### src/rtl/vga_genreg_pkg.sv
package vga_genreg_pkg;

   // Port numbers (low 16 bits of the I/O address space)
   localparam logic [15:0] PORT_MISC_WR   = 16'h03C2;
   localparam logic [15:0] PORT_MISC_RD   = 16'h03CC;
   localparam logic [15:0] PORT_FEAT_RD   = 16'h03CA;
   localparam logic [15:0] PORT_MONO_BASE = 16'h03B0;
   localparam logic [15:0] PORT_COLR_BASE = 16'h03D0;
   localparam logic [3:0]  OFS_CRTC_IDX   = 4'h4;
   localparam logic [3:0]  OFS_CRTC_DAT   = 4'h5;
   localparam logic [3:0]  OFS_STATUS     = 4'hA;

   typedef struct packed {
      logic       vsync_neg;   // bit 7
      logic       hsync_neg;   // bit 6
      logic       page_hi;     // bit 5
      logic       rsvd4;       // bit 4
      logic [1:0] clk_sel;     // bits 3:2
      logic       rsvd1;       // bit 1
      logic       color_sel;   // bit 0
   } misc_t;

   typedef struct packed {
      logic misc_wr;
      logic misc_rd;
      logic is0_rd;
      logic feat_rd;
      logic stat_rd;
      logic idx_wr;
      logic dat_wr;
      logic dat_rd;
   } hits_t;

   function automatic logic [15:0] range_base(input logic color);
      return color ? PORT_COLR_BASE : PORT_MONO_BASE;
   endfunction

endpackage

### src/rtl/vga_genreg_misc.sv
module vga_genreg_misc
   import vga_genreg_pkg::*;
#(
   parameter int          DATA_W    = 8,
   parameter logic [7:0]  RESET_VAL = 8'h00
) (
   input  logic              clk,
   input  logic              rst_n,
   input  logic              load,
   input  logic [DATA_W-1:0] din,
   output misc_t             q
);

   generate
      if (DATA_W != $bits(misc_t)) begin : g_width_bad
         $error("vga_genreg_misc: DATA_W must match the register layout");
      end
   endgenerate

   misc_t q_r;

   always_ff @(posedge clk) begin
      if (!rst_n) begin
         q_r <= misc_t'(RESET_VAL);
      end else if (load) begin
         q_r <= misc_t'(din);
      end
   end

   assign q = q_r;

endmodule

### src/rtl/vga_genreg_sync.sv
module vga_genreg_sync #(
   parameter int WIDTH  = 2,
   parameter int STAGES = 2
) (
   input  logic             clk,
   input  logic             rst_n,
   input  logic [WIDTH-1:0] d,
   output logic [WIDTH-1:0] q
);

   generate
      if (STAGES < 2) begin : g_stages_bad
         $error("vga_genreg_sync: STAGES must be at least 2");
      end
      if (WIDTH < 1) begin : g_width_bad
         $error("vga_genreg_sync: WIDTH must be positive");
      end
   endgenerate

   logic [WIDTH-1:0] chain [STAGES];

   generate
      for (genvar s = 0; s < STAGES; s++) begin : g_stage
         always_ff @(posedge clk) begin
            if (!rst_n) begin
               chain[s] <= '0;
            end else begin
               if (s == 0) chain[s] <= d;
               else        chain[s] <= chain[(s == 0) ? 0 : s-1];
            end
         end
      end
   endgenerate

   assign q = chain[STAGES-1];

endmodule

### src/rtl/vga_genreg_addr_dec.sv
module vga_genreg_addr_dec
   import vga_genreg_pkg::*;
#(
   parameter int ADDR_W      = 16,
   parameter bit FULL_DECODE = 1'b1
) (
   input  logic [ADDR_W-1:0] addr,
   input  logic              wr,
   input  logic              rd,
   input  logic              color,
   output hits_t             hits
);

   localparam int LOW_W = 10;

   generate
      if (ADDR_W < LOW_W) begin : g_addr_bad
         $error("vga_genreg_addr_dec: ADDR_W must be at least 10");
      end
   endgenerate

   logic             upper_ok;
   logic [LOW_W-1:0] lo;
   logic [15:0]      base;
   logic             in_range;
   logic [3:0]       ofs;

   generate
      if (FULL_DECODE && ADDR_W > LOW_W) begin : g_full
         assign upper_ok = (addr[ADDR_W-1:LOW_W] == '0);
      end else begin : g_partial
         assign upper_ok = 1'b1;
      end
   endgenerate

   assign lo       = addr[LOW_W-1:0];
   assign base     = range_base(color);
   assign in_range = upper_ok && (lo[LOW_W-1:4] == base[LOW_W-1:4]);
   assign ofs      = lo[3:0];

   always_comb begin
      hits         = '0;
      hits.misc_wr = wr && upper_ok && (lo == PORT_MISC_WR[LOW_W-1:0]);
      hits.misc_rd = rd && upper_ok && (lo == PORT_MISC_RD[LOW_W-1:0]);
      hits.is0_rd  = rd && upper_ok && (lo == PORT_MISC_WR[LOW_W-1:0]);
      hits.feat_rd = rd && upper_ok && (lo == PORT_FEAT_RD[LOW_W-1:0]);
      hits.stat_rd = rd && in_range && (ofs == OFS_STATUS);
      hits.idx_wr  = wr && in_range && (ofs == OFS_CRTC_IDX);
      hits.dat_wr  = wr && in_range && (ofs == OFS_CRTC_DAT);
      hits.dat_rd  = rd && in_range && (ofs == OFS_CRTC_DAT);
   end

endmodule

### src/rtl/vga_genreg_decoder.sv
module vga_genreg_decoder
   import vga_genreg_pkg::*;
#(
   parameter int         ADDR_W      = 16,
   parameter int         DATA_W      = 8,
   parameter int         SYNC_STAGES = 2,
   parameter bit         FULL_DECODE = 1'b1,
   parameter logic [7:0] IS0_VALUE   = 8'h70,
   parameter logic [7:0] FEAT_VALUE  = 8'h00,
   parameter logic [7:0] IDLE_VALUE  = 8'hFF
) (
   input  logic              clk,
   input  logic              rst_n,
   input  logic [ADDR_W-1:0] io_addr,
   input  logic [DATA_W-1:0] io_wdata,
   input  logic              io_wr,
   input  logic              io_rd,
   output logic [DATA_W-1:0] io_rdata,
   output logic              io_rvalid,
   input  logic              hretrace_in,
   input  logic              vretrace_in,
   output logic              color_sel,
   output logic [1:0]        clk_sel,
   output logic              page_hi,
   output logic              hsync_neg,
   output logic              vsync_neg,
   output logic              crtc_idx_wr,
   output logic              crtc_dat_wr,
   output logic              crtc_dat_rd,
   output logic              attr_ff_clr
);

   localparam int RETRACE_W = 2;

   generate
      if (DATA_W != 8) begin : g_data_bad
         $error("vga_genreg_decoder: DATA_W must be 8");
      end
   endgenerate

   misc_t                 misc_q;
   hits_t                 hits;
   logic [RETRACE_W-1:0]  retr_s;
   logic                  h_s, v_s;
   logic [DATA_W-1:0]     rd_val;
   logic                  rd_hit;

   vga_genreg_addr_dec #(
      .ADDR_W      (ADDR_W),
      .FULL_DECODE (FULL_DECODE)
   ) u_dec (
      .addr  (io_addr),
      .wr    (io_wr),
      .rd    (io_rd),
      .color (misc_q.color_sel),
      .hits  (hits)
   );

   vga_genreg_misc #(
      .DATA_W    (DATA_W),
      .RESET_VAL (8'h00)
   ) u_misc (
      .clk   (clk),
      .rst_n (rst_n),
      .load  (hits.misc_wr),
      .din   (io_wdata),
      .q     (misc_q)
   );

   vga_genreg_sync #(
      .WIDTH  (RETRACE_W),
      .STAGES (SYNC_STAGES)
   ) u_sync (
      .clk   (clk),
      .rst_n (rst_n),
      .d     ({vretrace_in, hretrace_in}),
      .q     (retr_s)
   );

   assign h_s = retr_s[0];
   assign v_s = retr_s[1];

   always_comb begin
      rd_val = IDLE_VALUE;
      rd_hit = 1'b0;
      if (hits.misc_rd) begin
         rd_val = misc_q;
         rd_hit = 1'b1;
      end else if (hits.is0_rd) begin
         rd_val = IS0_VALUE;
         rd_hit = 1'b1;
      end else if (hits.feat_rd) begin
         rd_val = FEAT_VALUE;
         rd_hit = 1'b1;
      end else if (hits.stat_rd) begin
         rd_val = {4'b0000, v_s, 2'b00, h_s | v_s};
         rd_hit = 1'b1;
      end
   end

   always_ff @(posedge clk) begin
      if (!rst_n) begin
         io_rdata    <= IDLE_VALUE;
         io_rvalid   <= 1'b0;
         crtc_idx_wr <= 1'b0;
         crtc_dat_wr <= 1'b0;
         crtc_dat_rd <= 1'b0;
         attr_ff_clr <= 1'b0;
      end else begin
         io_rdata    <= rd_val;
         io_rvalid   <= rd_hit;
         crtc_idx_wr <= hits.idx_wr;
         crtc_dat_wr <= hits.dat_wr;
         crtc_dat_rd <= hits.dat_rd;
         attr_ff_clr <= hits.stat_rd;
      end
   end

   assign color_sel = misc_q.color_sel;
   assign clk_sel   = misc_q.clk_sel;
   assign page_hi   = misc_q.page_hi;
   assign hsync_neg = misc_q.hsync_neg;
   assign vsync_neg = misc_q.vsync_neg;

endmodule

### config.mk
export PLATFORM = sky130hd
export DESIGN_NAME = vga_genreg_decoder
export DESIGN_NICKNAME = d
export VERILOG_FILES = /design/src/rtl/vga_genreg_pkg.sv /design/src/rtl/vga_genreg_misc.sv /design/src/rtl/vga_genreg_sync.sv /design/src/rtl/vga_genreg_addr_dec.sv /design/src/rtl/vga_genreg_decoder.sv
export SDC_FILE = /design/constraint.sdc
export NUM_CORES = 1
export LEC_CHECK = 0
export ABC_AREA = 1
export BUFFER_PORTS_ARGS = -buffer_cell sky130_fd_sc_hd__buf_2
export CAP_MARGIN = 10
export CORE_AREA = 2 2 65 48
export CTS_CLUSTER_SIZE = 14
export DETAILED_ROUTE_END_ITERATION = 10
export DIE_AREA = 0 0 67 50
export GPL_ROUTABILITY_DRIVEN = 0
export PLACE_DENSITY = 0.72
export SLEW_MARGIN = 20
export SYNTH_ARGS = -nofsm -noshare
export SYNTH_HDL_FRONTEND = slang
export SYNTH_SLANG_ARGS = --single-unit
### constraint.sdc
create_clock -name clk -period 1.15 [get_ports clk]
set_input_delay 0.23 -clock clk [delete_from_list [all_inputs] [get_ports clk]]
set_output_delay 0.23 -clock clk [all_outputs]
set_load 0.005 [all_outputs]
==> summary.md <==
| Metric | Value |
|---|---|
| Layout area overhead | 38.7% |
| Arrival @ worst endpoint | 1.35 ns |
| Setup_tns | -0.214 ns |
| Setup CP Type | register to register |
| Layout Nets | 232 |
| RSZ-0062 raised after global routing | true |
| Total CTS buffers | 3 |
| Die area | 3350 µm² |
| Max VDD drop | 0.000553 V |
| Largest net degree at the start of global routing | 17 |
| Via count | 1,028 |
| Hold path depth | 3 |
| Post-synth top area cell | dfxtp_1 |
| Syn nets | 172 |
| Die height | 50 µm |
| Depth of the most critical reg-to-reg path | 6 |
| Post-route DRC | 0 |
| Clk network pwr share | 33.5% |
| Avg WL per Cell | 9.86 µm |
| Syn Inst Count | 142 |
| Final worst path period share | 103% |
| Min Clock Period, post-route | 1.19 ns |
| Fin. Hold Viols | 0 |
| Pins over their slew limit | 0 |
| CP startpoint kind | register |
| CP endpoint kind | register |
| Vias/cell | 4.34 |
| Synth top area cells | dfxtp_1, nand2_1, inv_1, nor2_1, nand3_1 |
| Hold path endpoint | u_sync.chain[0][1] |
| First-pass GRT wire length | 3950 µm |
| # rows | 16 |
| Clk pin slew, worst setup/hold paths | 0.08 ns |
| Power Internal | 1.17 mW |
| Reg-to-Reg End | io_rdata[0] |
| Met3 Routed Length | 166 µm |
| Setup Skew | 0.00125 ns |
| Sw Ratio | 22.0% |
| Max_cap viols | 0 |
| Leakage | 0.782 nW |
| Post-route ant nets | 0 |
| HP Start | vretrace_in |
| Core area | 2720 µm² |
| Worst r2r src | u_misc.q[0] |
| Flop2flop setup slack | -0.04 ns |
| Hold Buf Count CTS | 0 |
| ANT cells | 0 |
| TritonCTS clock tree | yes |
| Outcome | finished, violations left |
| Mean Syn Cell Area | 7.58 µm² |
| # IOs | 49 |
| DP Worst Slack | -0.294 ns |
| Post-synthesis sequential area ratio | 46.5% |
| Post-synthesis register bit count | 25 |
| Initial antenna violation count | 0 |
| Slew headroom | 78.0% |
| Final instance area | 1490 µm² |
| Highest routed layer | met3 |
| Crit Path Max Fanout | 3 |
| DP Area | 1400 µm² |
| Post-DP HPWL | 1860 µm |
| GRT Total Usage | 15.2% |
| Hold/Removal Path Class | primary input to register |
| DRT Wirelength | 2340 µm |
| Clock sinks | 25 |
| First-pass DRT Iterations | 4 |
| Global route overflow | 0 |
| Htree depth | 1 |
| Register share of total power | 58.1% |
| Yosys warning total | 0 |
| Final Setup Violations | 9 |
| Ratio of cells with drive above 1 in the final layout | 41.8% |
| Chip width | 67 µm |
| # fillers | 263 |
| Slew @ Worst Pin | 0.329 ns |
| Root Driver | clkbuf_8 |
| Worst EP required | 1.31 ns |
| Initial core utilization | 39.5% |
| Achievable Freq | 0.840 GHz |
| DRT iter0 DRCs | 29 |
| Failing checks | setup timing |
| Combinational power share | 8.4% |
| Number of global-route vias before repair | 963 |
| Routed wl met2 | 1040 µm |
| Share of the synthesized area in the top cell type | 46.5% |
| Mapped cell area | 1080 µm² |
| Max clock buf depth | 2 |
| Distinct cells, synth | 22 |
| Sw power | 0.330 mW |
| Port bufs | 48 |
| Latest clock arrival within the worst-skew pair | 0.26 ns |
| Final WS setup | -0.0399 ns |
| Hold WS | 0.140 ns |
| PwrDens | 1010 nW/µm² |
| M1 WL | 1130 µm |
## critical path, cell delays in order, from the launching register on
cell	delay [ns]
dfxtp_2	0.34
inv_2	0.05
nand3b_1	0.11
a21oi_4	0.15
nand4_1	0.18
o21ai_2	0.18
nand2_1	0.07
## flip-flops by register name, summed over array words and instances (netlist names)
register      flops
io_rdata          8
u_misc.q          8
u_sync.chain      4
attr_ff_clr       1
crtc_dat_rd       1
crtc_dat_wr       1
crtc_idx_wr       1
io_rvalid         1
## layer usage
layer	vias up	track usage [%]
met4	0	2.04
met2	38	24.9
met1	433	19.7
met3	0	5.02
li1	557	-
met5	-	0
## placed cells by master, fill, tap and decap left out, drive strengths merged
cell,count
o21ai,5
nand3b,1
nor4,1
o211ai,4
dfxtp,25
nand2,31
nand4,5
nor2,28
nand3,10
inv,23
clkbuf,3
nor3,2
buf,60
a21oi,2
clkinv,1
## area by class of cell
type / count / area (µm²) / share of cell area (%)
clock buffer: 3 / 41.3 / 2.77
clock inverter: 1 / 5.00 / 0.335
inverter: 23 / 86.3 / 5.78
multi-input combinational: 89 / 483 / 32.4
sequential: 25 / 502 / 33.6
tap: 36 / 45.0 / 3.02
timing repair buffer: 60 / 330 / 22.1
## how the worst max path moves through the flow
stage / from / to
floorplan: u_misc.q[0] / io_rdata[0]
global placement: io_addr[13] / io_rdata[1]
detailed placement: io_addr[15] / io_rdata[7]
CTS: u_misc.q[0] / io_rdata[0]
global route: u_misc.q[0] / io_rdata[0]
finish: u_misc.q[0] / io_rdata[0]
## cells in the mapped netlist (all sizes together)
master	n
buf	4
a21oi	2
inv	23
clkbuf	1
nor3	2
o211ai	4
nand2	31
nor2	28
o21ai	5
nand4	5
nand3	10
dfxtp	25
nor4	1
nand3b	1
## stage by stage
stage | power, mW | util (%) | instances
final | 1.50 | 54.8 | 237
after global routing | 1.58 | 54.8 | 237
after CTS | 1.52 | 53.6 | 237
after detailed placement | 1.02 | 51.3 | 231
after global placement | 1.01 | 51.3 | 231
after floorplan | 0.941 | - | 142
## cells by family (layout without fill, tap and decap cells)
family / count (synthesis) / in the layout / share of synthesized area (%)
buffers and inverters: 28 / 87 / 11.6
AND/OR/NAND/NOR: 78 / 78 / 34.8
flip-flops: 25 / 25 / 46.5
AO/OA/AOI/OAI: 11 / 11 / 7.09
## power groups by stage
stage | clock network, mW | registers (mW) | logic (mW)
after floorplan | 0 | 0.893 | 0.0477
after global placement | 0 | 0.893 | 0.120
after detailed placement | 0 | 0.893 | 0.122
after CTS | 0.525 | 0.873 | 0.123
after global routing | 0.563 | 0.874 | 0.142
final | 0.503 | 0.873 | 0.127
## what timing repair did
action,4_1_cts,5_1_grt
resized for setup,5,8
setup endpoints to repair,5,12
buffers inserted,2,0
pin swaps,1,1
gates cloned,0,0
Power figures use the tool's default switching activity.
